==> config.mk <==
export PLATFORM = sky130hd
export DESIGN_NAME = irq_flag_enable
export DESIGN_NICKNAME = d
export VERILOG_FILES = /design/src/rtl/irqc_pkg.sv /design/src/rtl/irqc_ctrl.sv /design/src/rtl/irqc_datapath.sv /design/src/rtl/irq_flag_enable.sv
export SDC_FILE = /design/constraint.sdc
export NUM_CORES = 1
export LEC_CHECK = 0
export ABC_AREA = 1
export ABC_CLOCK_PERIOD_IN_PS = 1100
export BUFFER_PORTS_ARGS = -buffer_cell sky130_fd_sc_hd__clkbuf_2
export CAP_MARGIN = 5
export CORE_ASPECT_RATIO = 0.75
export CORE_MARGIN = 8
export CORE_UTILIZATION = 44
export CTS_BUF_LIST = sky130_fd_sc_hd__clkbuf_4
export CTS_CLUSTER_SIZE = 24
export DETAILED_ROUTE_END_ITERATION = 8
export PLACE_DENSITY = 0.77
export SYNTH_ARGS = -nofsm -noshare
export SYNTH_HDL_FRONTEND = slang
export SYNTH_SLANG_ARGS = --single-unit
==> constraint.sdc <==
create_clock -name clk -period 1.1 [get_ports clk]
set_input_delay 0.275 -clock clk [delete_from_list [all_inputs] [get_ports clk]]
set_output_delay 0.275 -clock clk [all_outputs]
set_load 0.005 [all_outputs]
==> src/rtl/irqc_pkg.sv <==
`timescale 1ns/1ps
package irqc_pkg;

  typedef struct packed {
    logic wrFlag;
    logic wrEnable;
    logic rdFlag;
    logic rdEnable;
  } ctrlStrobes_t;

  // Position of a source's enable bit: sources at or above the control bit
  // move up by one so the control bit stays free.
  function automatic int enPos(input int src, input int ctrlBit);
    return (src < ctrlBit) ? src : src + 1;
  endfunction

  // Inverse map: source index held at an enable bit position, or -1.
  function automatic int srcOfPos(input int pos, input int ctrlBit, input int numSrc);
    int res;
    res = -1;
    for (int s = 0; s < numSrc; s++)
      if (enPos(s, ctrlBit) == pos) res = s;
    return res;
  endfunction

endpackage

==> src/rtl/irqc_ctrl.sv <==
`timescale 1ns/1ps
module irqc_ctrl
  import irqc_pkg::*;
#(
  parameter int ADDR_W    = 4,
  parameter int FLAG_ADDR = 13,
  parameter int EN_ADDR   = 14
) (
  input  logic              sel,
  input  logic              wrStb,
  input  logic              rdStb,
  input  logic [ADDR_W-1:0] addr,
  output ctrlStrobes_t      strb
);

  localparam logic [ADDR_W-1:0] FlagA = ADDR_W'(FLAG_ADDR);
  localparam logic [ADDR_W-1:0] EnA   = ADDR_W'(EN_ADDR);

  logic hitFlag;
  logic hitEn;

  always_comb begin
    hitFlag = sel && (addr == FlagA);
    hitEn   = sel && (addr == EnA);
    strb.wrFlag   = hitFlag && wrStb;
    strb.wrEnable = hitEn   && wrStb;
    strb.rdFlag   = hitFlag && rdStb;
    strb.rdEnable = hitEn   && rdStb;
  end

endmodule

==> src/rtl/irqc_datapath.sv <==
`timescale 1ns/1ps
module irqc_datapath
  import irqc_pkg::*;
#(
  parameter int NUM_SRC = 8,
  parameter int DATA_W  = 12,
  parameter int CTRL_BIT = 7,
  parameter int SUM_BIT  = 11
) (
  input  logic               clk,
  input  logic               rst,
  input  ctrlStrobes_t       strb,
  input  logic [DATA_W-1:0]  wrData,
  input  logic [NUM_SRC-1:0] srcPulse,
  output logic [NUM_SRC-1:0] flagQ,
  output logic [NUM_SRC-1:0] enQ,
  output logic               irq,
  output logic [DATA_W-1:0]  rdData
);

  logic [NUM_SRC-1:0] enNext;
  logic [NUM_SRC-1:0] pending;
  logic [DATA_W-1:0]  flagView;
  logic [DATA_W-1:0]  enView;

  // One flag cell per source: a pulse wins over a same-cycle clear.
  for (genvar i = 0; i < NUM_SRC; i++) begin : g_flag
    logic clrHit;
    assign clrHit = strb.wrFlag && wrData[i];
    always_ff @(posedge clk) begin
      if (rst)              flagQ[i] <= 1'b0;
      else if (srcPulse[i]) flagQ[i] <= 1'b1;
      else if (clrHit)      flagQ[i] <= 1'b0;
    end
  end

  // Enable update walks the enable layout and maps back to source order.
  always_comb begin
    enNext = enQ;
    if (strb.wrEnable) begin
      for (int j = 0; j < DATA_W; j++) begin
        if (srcOfPos(j, CTRL_BIT, NUM_SRC) >= 0 && wrData[j])
          enNext[srcOfPos(j, CTRL_BIT, NUM_SRC)] = wrData[CTRL_BIT];
      end
    end
  end

  always_ff @(posedge clk) begin
    if (rst) enQ <= '0;
    else     enQ <= enNext;
  end

  assign pending = flagQ & enQ;
  assign irq     = |pending;

  always_comb begin
    flagView = '0;
    flagView[NUM_SRC-1:0] = flagQ;
    flagView[SUM_BIT] = irq;
  end

  always_comb begin
    enView = '0;
    for (int s = 0; s < NUM_SRC; s++)
      enView[enPos(s, CTRL_BIT)] = enQ[s];
    enView[CTRL_BIT] = 1'b1;
  end

  always_comb begin
    if (strb.rdFlag)        rdData = flagView;
    else if (strb.rdEnable) rdData = enView;
    else                    rdData = '0;
  end

endmodule

==> src/rtl/irq_flag_enable.sv <==
`timescale 1ns/1ps
module irq_flag_enable
  import irqc_pkg::*;
#(
  parameter int NUM_SRC   = 8,
  parameter int DATA_W    = 12,
  parameter int ADDR_W    = 4,
  parameter int FLAG_ADDR = 13,
  parameter int EN_ADDR   = 14,
  parameter int CTRL_BIT  = 7,
  parameter int SUM_BIT   = 11
) (
  input  logic               clk,
  input  logic               rst,
  input  logic               sel,
  input  logic               wrStb,
  input  logic               rdStb,
  input  logic [ADDR_W-1:0]  addr,
  input  logic [DATA_W-1:0]  wrData,
  input  logic [NUM_SRC-1:0] srcPulse,
  output logic [DATA_W-1:0]  rdData,
  output logic               irq
);

  ctrlStrobes_t       strb;
  logic [NUM_SRC-1:0] flagQ;
  logic [NUM_SRC-1:0] enQ;

  irqc_ctrl #(
    .ADDR_W(ADDR_W), .FLAG_ADDR(FLAG_ADDR), .EN_ADDR(EN_ADDR)
  ) u_ctrl (
    .sel(sel), .wrStb(wrStb), .rdStb(rdStb), .addr(addr), .strb(strb)
  );

  irqc_datapath #(
    .NUM_SRC(NUM_SRC), .DATA_W(DATA_W), .CTRL_BIT(CTRL_BIT), .SUM_BIT(SUM_BIT)
  ) u_dp (
    .clk(clk), .rst(rst), .strb(strb), .wrData(wrData), .srcPulse(srcPulse),
    .flagQ(flagQ), .enQ(enQ), .irq(irq), .rdData(rdData)
  );

endmodule

==> Yosys cells after proc, flatten, opt, wreduce, memory -nomap -nowiden <==
Index checks and enable logic that the tools add are counted.
{ "totals": {"ff_bits": 16, "inputBits": 29, "output_inout_bits": 13, "word_cells": 156} }
{ "op_classes": {"order_cmp": 24, "eq_ne": 2, "n_mux": 81, "bitwise_logic": 1, "reduce_logical": 39} }
{ "ops": {"columns": ["cell", "count"], "rows": [
  ["32-bit two-way mux", 24],
  ["32-bit by 1-bit greater-or-equal comparator with 1-bit output (second input constant)", 16],
  ["32-bit by 5-bit less-than comparator with 1-bit output (second input constant)", 8],
  ["8-bit two-way mux", 15],
  ["8-bit bitwise mux", 8],
  ["1-bit logical AND", 30],
  ["1-bit demux with 3-bit select", 8],
  ["1-bit two-way mux", 24],
  ["2-bit nonzero test", 8],
  ["12-bit two-way mux", 1],
  ["9-bit two-way mux", 1],
  ["8-bit AND", 1],
  ["4-bit equality test (second input constant)", 2],
  ["8-bit OR reduction", 1]
]} }

==> Longest topological paths before layout <==
{ "depth": {"ltp_word": 35, "mapped_depth": 6, "ltp_nobuf": 6} }

==> Cells and area by module <==
From an unflattened synthesis, not the netlist that was laid out.
{ "unflattened": {"hier_cells": 140, "area_unflattened_um2": 955.9} }
{ "modules_own_cells": {"columns": ["mod", "n_inst", "cells_per_inst", "area_each_um2", "seq_area_each_um2"], "rows": [
  ["irqc_datapath", 1, 126, 899.6, 320.3],
  ["irqc_ctrl", 1, 14, 56.3, 0.0]
]} }

==> Worst setup path after synthesis <==
No wires, ideal clock.
{ "synth_timing": {"path_type": "input port to output port", "start": "input addr[2]", "end": "output rdData[0]", "t_arrival_ps": 874, "required_time_ps": 825, "slack_ps": -49, "stages": 4, "n_path_buf": 0, "path_cell_list": "nand2_2 -> nor2_4 -> nand3_4 -> o22ai_2"} }
{ "synth_between": {"elab_chain_len": 5, "word_cells_on_any_way": 8, "cone_classes": "2 x eq/ne; 2 x mux; 4 x reduce/logical"} }
{ "synth_rtl": {"columns": ["item", "line", "rtl"], "rows": [
  ["from (decl)", "irq_flag_enable.sv:18", "input logic [ADDR_W-1:0] addr,"],
  ["4-bit equality test", "irqc_ctrl.sv:24", "hitEn = sel && (addr == EnA);"],
  ["1-bit logical AND", "irqc_ctrl.sv:24", null],
  ["1-bit logical AND", "irqc_ctrl.sv:28", "strb.rdEnable = hitEn && rdStb;"],
  ["9-bit two-way mux", "irqc_datapath.sv:71", "else if (strb.rdEnable) rdData = enView;"],
  ["12-bit two-way mux (*)", "irqc_datapath.sv:70", "if (strb.rdFlag) rdData = flagView;"],
  ["to (decl)", "irq_flag_enable.sv:21", "output logic [DATA_W-1:0] rdData,"]
]} }
Every way passes the cells marked *; elsewhere a longest branch is shown, timed or not.

==> Worst setup path after layout <==
{ "layout_timing": {"start": "register u_dp.flagQ[0]", "end": "output rdData[11]"} }
{ "layout_between": {"elab_chain_len": 3} }
{ "layout_rtl": {"columns": ["item", "line", "rtl"], "rows": [
  ["from (decl)", "irqc_datapath.sv:15", "output logic [NUM_SRC-1:0] flagQ,"],
  ["from (signal, indexed assignment)", "irqc_datapath.sv:31", "if (rst) flagQ[i] <= 1'b0;"],
  ["from (signal, indexed assignment)", "irqc_datapath.sv:32", "else if (srcPulse[i]) flagQ[i] <= 1'b1;"],
  ["from (signal, indexed assignment)", "irqc_datapath.sv:33", "else if (clrHit) flagQ[i] <= 1'b0;"],
  ["8-bit AND", "irqc_datapath.sv:53", "assign pending = flagQ & enQ;"],
  ["8-bit OR reduction", "irqc_datapath.sv:54", "assign irq = |pending;"],
  ["12-bit two-way mux", "irqc_datapath.sv:70", null]
]} }
Every way passes these cells.

==> flow_summary.yaml <==
critical_path:
  cp-startpoint: "u_dp.flagQ[0]"
  r2r_start: "u_dp.flagQ[7]"
  critPathKind: "register to output pin"
  critPathLaunchType: "register"
  worstReg2RegEnd: "u_dp.flagQ[7]"
  ff2ff_setup_slack_ns: 0.32
  reg2regPathDepth: 4
  cp_max_fo: 2
  arrival_ns: 1.15
  end_kind: "output pin"
  required_ns: 0.82
power:
  p_leak_nw: 0.744
  p_per_area_nw_per_um2: 821
  report.power.total_mw: 1.22
  vdd_drop_max_mv: 0.513
floorplan:
  coreArea_um2: 2210
  start_util_pct: 45.0
  die_h_um: 57.2
  std_cell_rows: 15
  io_pins: 42
  die_w_um: 71.0
  dieArea_um2: 4060
sta:
  fin_ws_ns: -0.324
  drv_slew: 0
  finalSetupViolCount: 11
  whs_ns: 0.185
  final_hold_viol_count: 0
  period_needed_ns: 1.42
  fmax_ghz: 0.702
  rsz0062_at_grt: "yes"
  fin_skew_ns: 0
  post-route-period-util_pct: 129
detailed_routing:
  drtPass1Iterations: 4
  ant_nets: 0
  dr.max_layer_used: "met4"
  drc: 0
  met2_length_um: 1590
  avgRoutedWirePerCell_um: 13.9
  vias_per_cell: 5.15
  drt_iter0_drc: 33
  wl_met1_um: 1200
  met3_length_um: 329
  routed_wirelength_um: 3120
  num_vias: 1158
placed_design:
  pre_cts_slack_ns: -0.296
  gp_congestion: 0.869
  placed_cells: 215
  dpl.hpwl_um: 2300
  port_buffers: 36
synthesis:
  synth_largest_area_cell: "dfxtp_1"
  synth.top_cell.area_share_pct: 32.1
  synth_area_um2: 997
  synth_cell_types: 18
  postSynthCellCount: 142
  ys_warn_count: 0
  yosys-top-cells-area: "dfxtp_1 (32%), nand2_1 (12%), nand4_1 (10%), inv_1 (9.4%), o22ai_2 (8.8%)"
  ys_seq_elements: 16
  yosysSeqAreaShare_pct: 32.1
  synth_area_per_cell_um2: 7.02
clock_network:
  clk_latency_ns: 0.29
  path_clk_slew_ns: 0.09
  cts_root_buf: "clkbuf_4"
  cts_buffers: 3
  cts_tree: "yes"
  cts_hold_buf: 0
  cts_buffer_depth: 2
  cts_sinks: 16
  htreeDepth: 1
global_routing:
  grt_antenna_before_repair: 0
  grt_overflow: 0
  grtUsageTotal_pct: 15.2
  grt_pass1_vias: 1113
  grt_max_degree: 17
  grt_pass1_wl_um: 4990
layout:
  instances_no_fill: 225
  final_core_util_pct: 66.9
  drive_gt1_share_pct: 51.0
  n_antenna_cell: 0
  synthToLayoutAreaGrowth_pct: 48.6
  nets: 230
outcome:
  outcome: "finished with violations"
  violations: "negative setup slack"
worst_hold_path:
  timing.hold.worst.class: "input port to register"
  hold_depth: 3
  hold_end: "u_dp.flagQ[3]"
  worstHoldStart: "srcPulse[3]"
run:
  drv_cap: 0
report_power, final:
| part | total (mW) | switching [mW] | leakage (nW) | internal [mW] |
|---|---|---|---|---|
| clock | 0.324 | 0.192 | 0.0154 | 0.132 |
| combinational | 0.272 | 0.140 | 0.595 | 0.132 |
| sequential | 0.621 | 0.0152 | 0.134 | 0.606 |
worst max-delay path: stages (launching register included):
cell and delay (ns):
dfxtp_2 0.35, inv_2 0.05, o21ai_2 0.19, nor2_4 0.06, a21oi_2 0.10, buf_2 0.12
kinds of logic after synthesis:
logic type             Yosys count  share of synthesized area, %
AOI/OAI and AO/OA               21                          16.6
buffers and inverters           33                          15.7
DFF                             16                          32.1
other                            1                         0.376
and+or+nand+nor                 71                          35.3
cell usage after synthesis:
cell	number
a21oi_1	8
o21ai_0	4
inv_1	25
o21ai_2	1
o22ai_2	7
buf_4	4
conb_1	1
nand2_1	31
inv_4	1
nand2_2	1
a21oi_2	1
nand4_1	16
nand3_4	2
nor2_4	2
nor2_1	19
dfxtp_1	16
inv_2	1
buf_6	2
repair_timing:
item / CTS / global route
setup buffers: 0 / 5
pin swaps: 11 / 12
endpoints found under the setup margin: 11 / 11
cloned: 1 / 0
resized for setup: 22 / 27
state kept, by name, summed over array words and instances, names as in the netlist:
signal	count
u_dp.enQ	8
u_dp.flagQ	8
layout by cell type (no fill, tap or decap), drive strengths merged:
| master | n |
|---|---|
| buf | 33 |
| nand2 | 32 |
| clkbuf | 28 |
| nor2 | 21 |
| o22ai | 7 |
| nand4 | 16 |
| dfxtp | 16 |
| nand3 | 3 |
| inv | 27 |
| a21oi | 9 |
| conb | 2 |
| clkinv | 1 |
| o21ai | 5 |
stage by stage:
step	area (µm²)	TNS, ns
global placement	1300	-2.49
finish	1480	-2.45
floorplan	1010	-0.0804
global route	1480	-3.07
CTS	1390	-2.75
detailed placement	1300	-3.15
routing by layer:
metal	vias to the layer above	GRT usage, %
met5	-	0
met4	0	2.36
met3	2	6.12
met2	50	27.1
met1	528	16.8
li1	578	-
cell type report:
type	instances	area (µm²)
Clock buffer	3	22.5
Tap cell	25	31.3
Timing Repair Buffer	58	393
Clock inverter	1	3.75
Sequential cell	16	330
Fill cell	187	733
Inverter	27	106
Multi-Input combinational cell	95	594
how the worst max path moves through the flow:
stage / end / cells after the start
after CTS: rdData[11] / 5
after floorplan: rdData[2] / 4
after global placement: rdData[2] / 6
after global routing: rdData[11] / 5
after detailed placement: rdData[0] / 6
final: rdData[11] / 5
(Power assumes the default switching activity.)
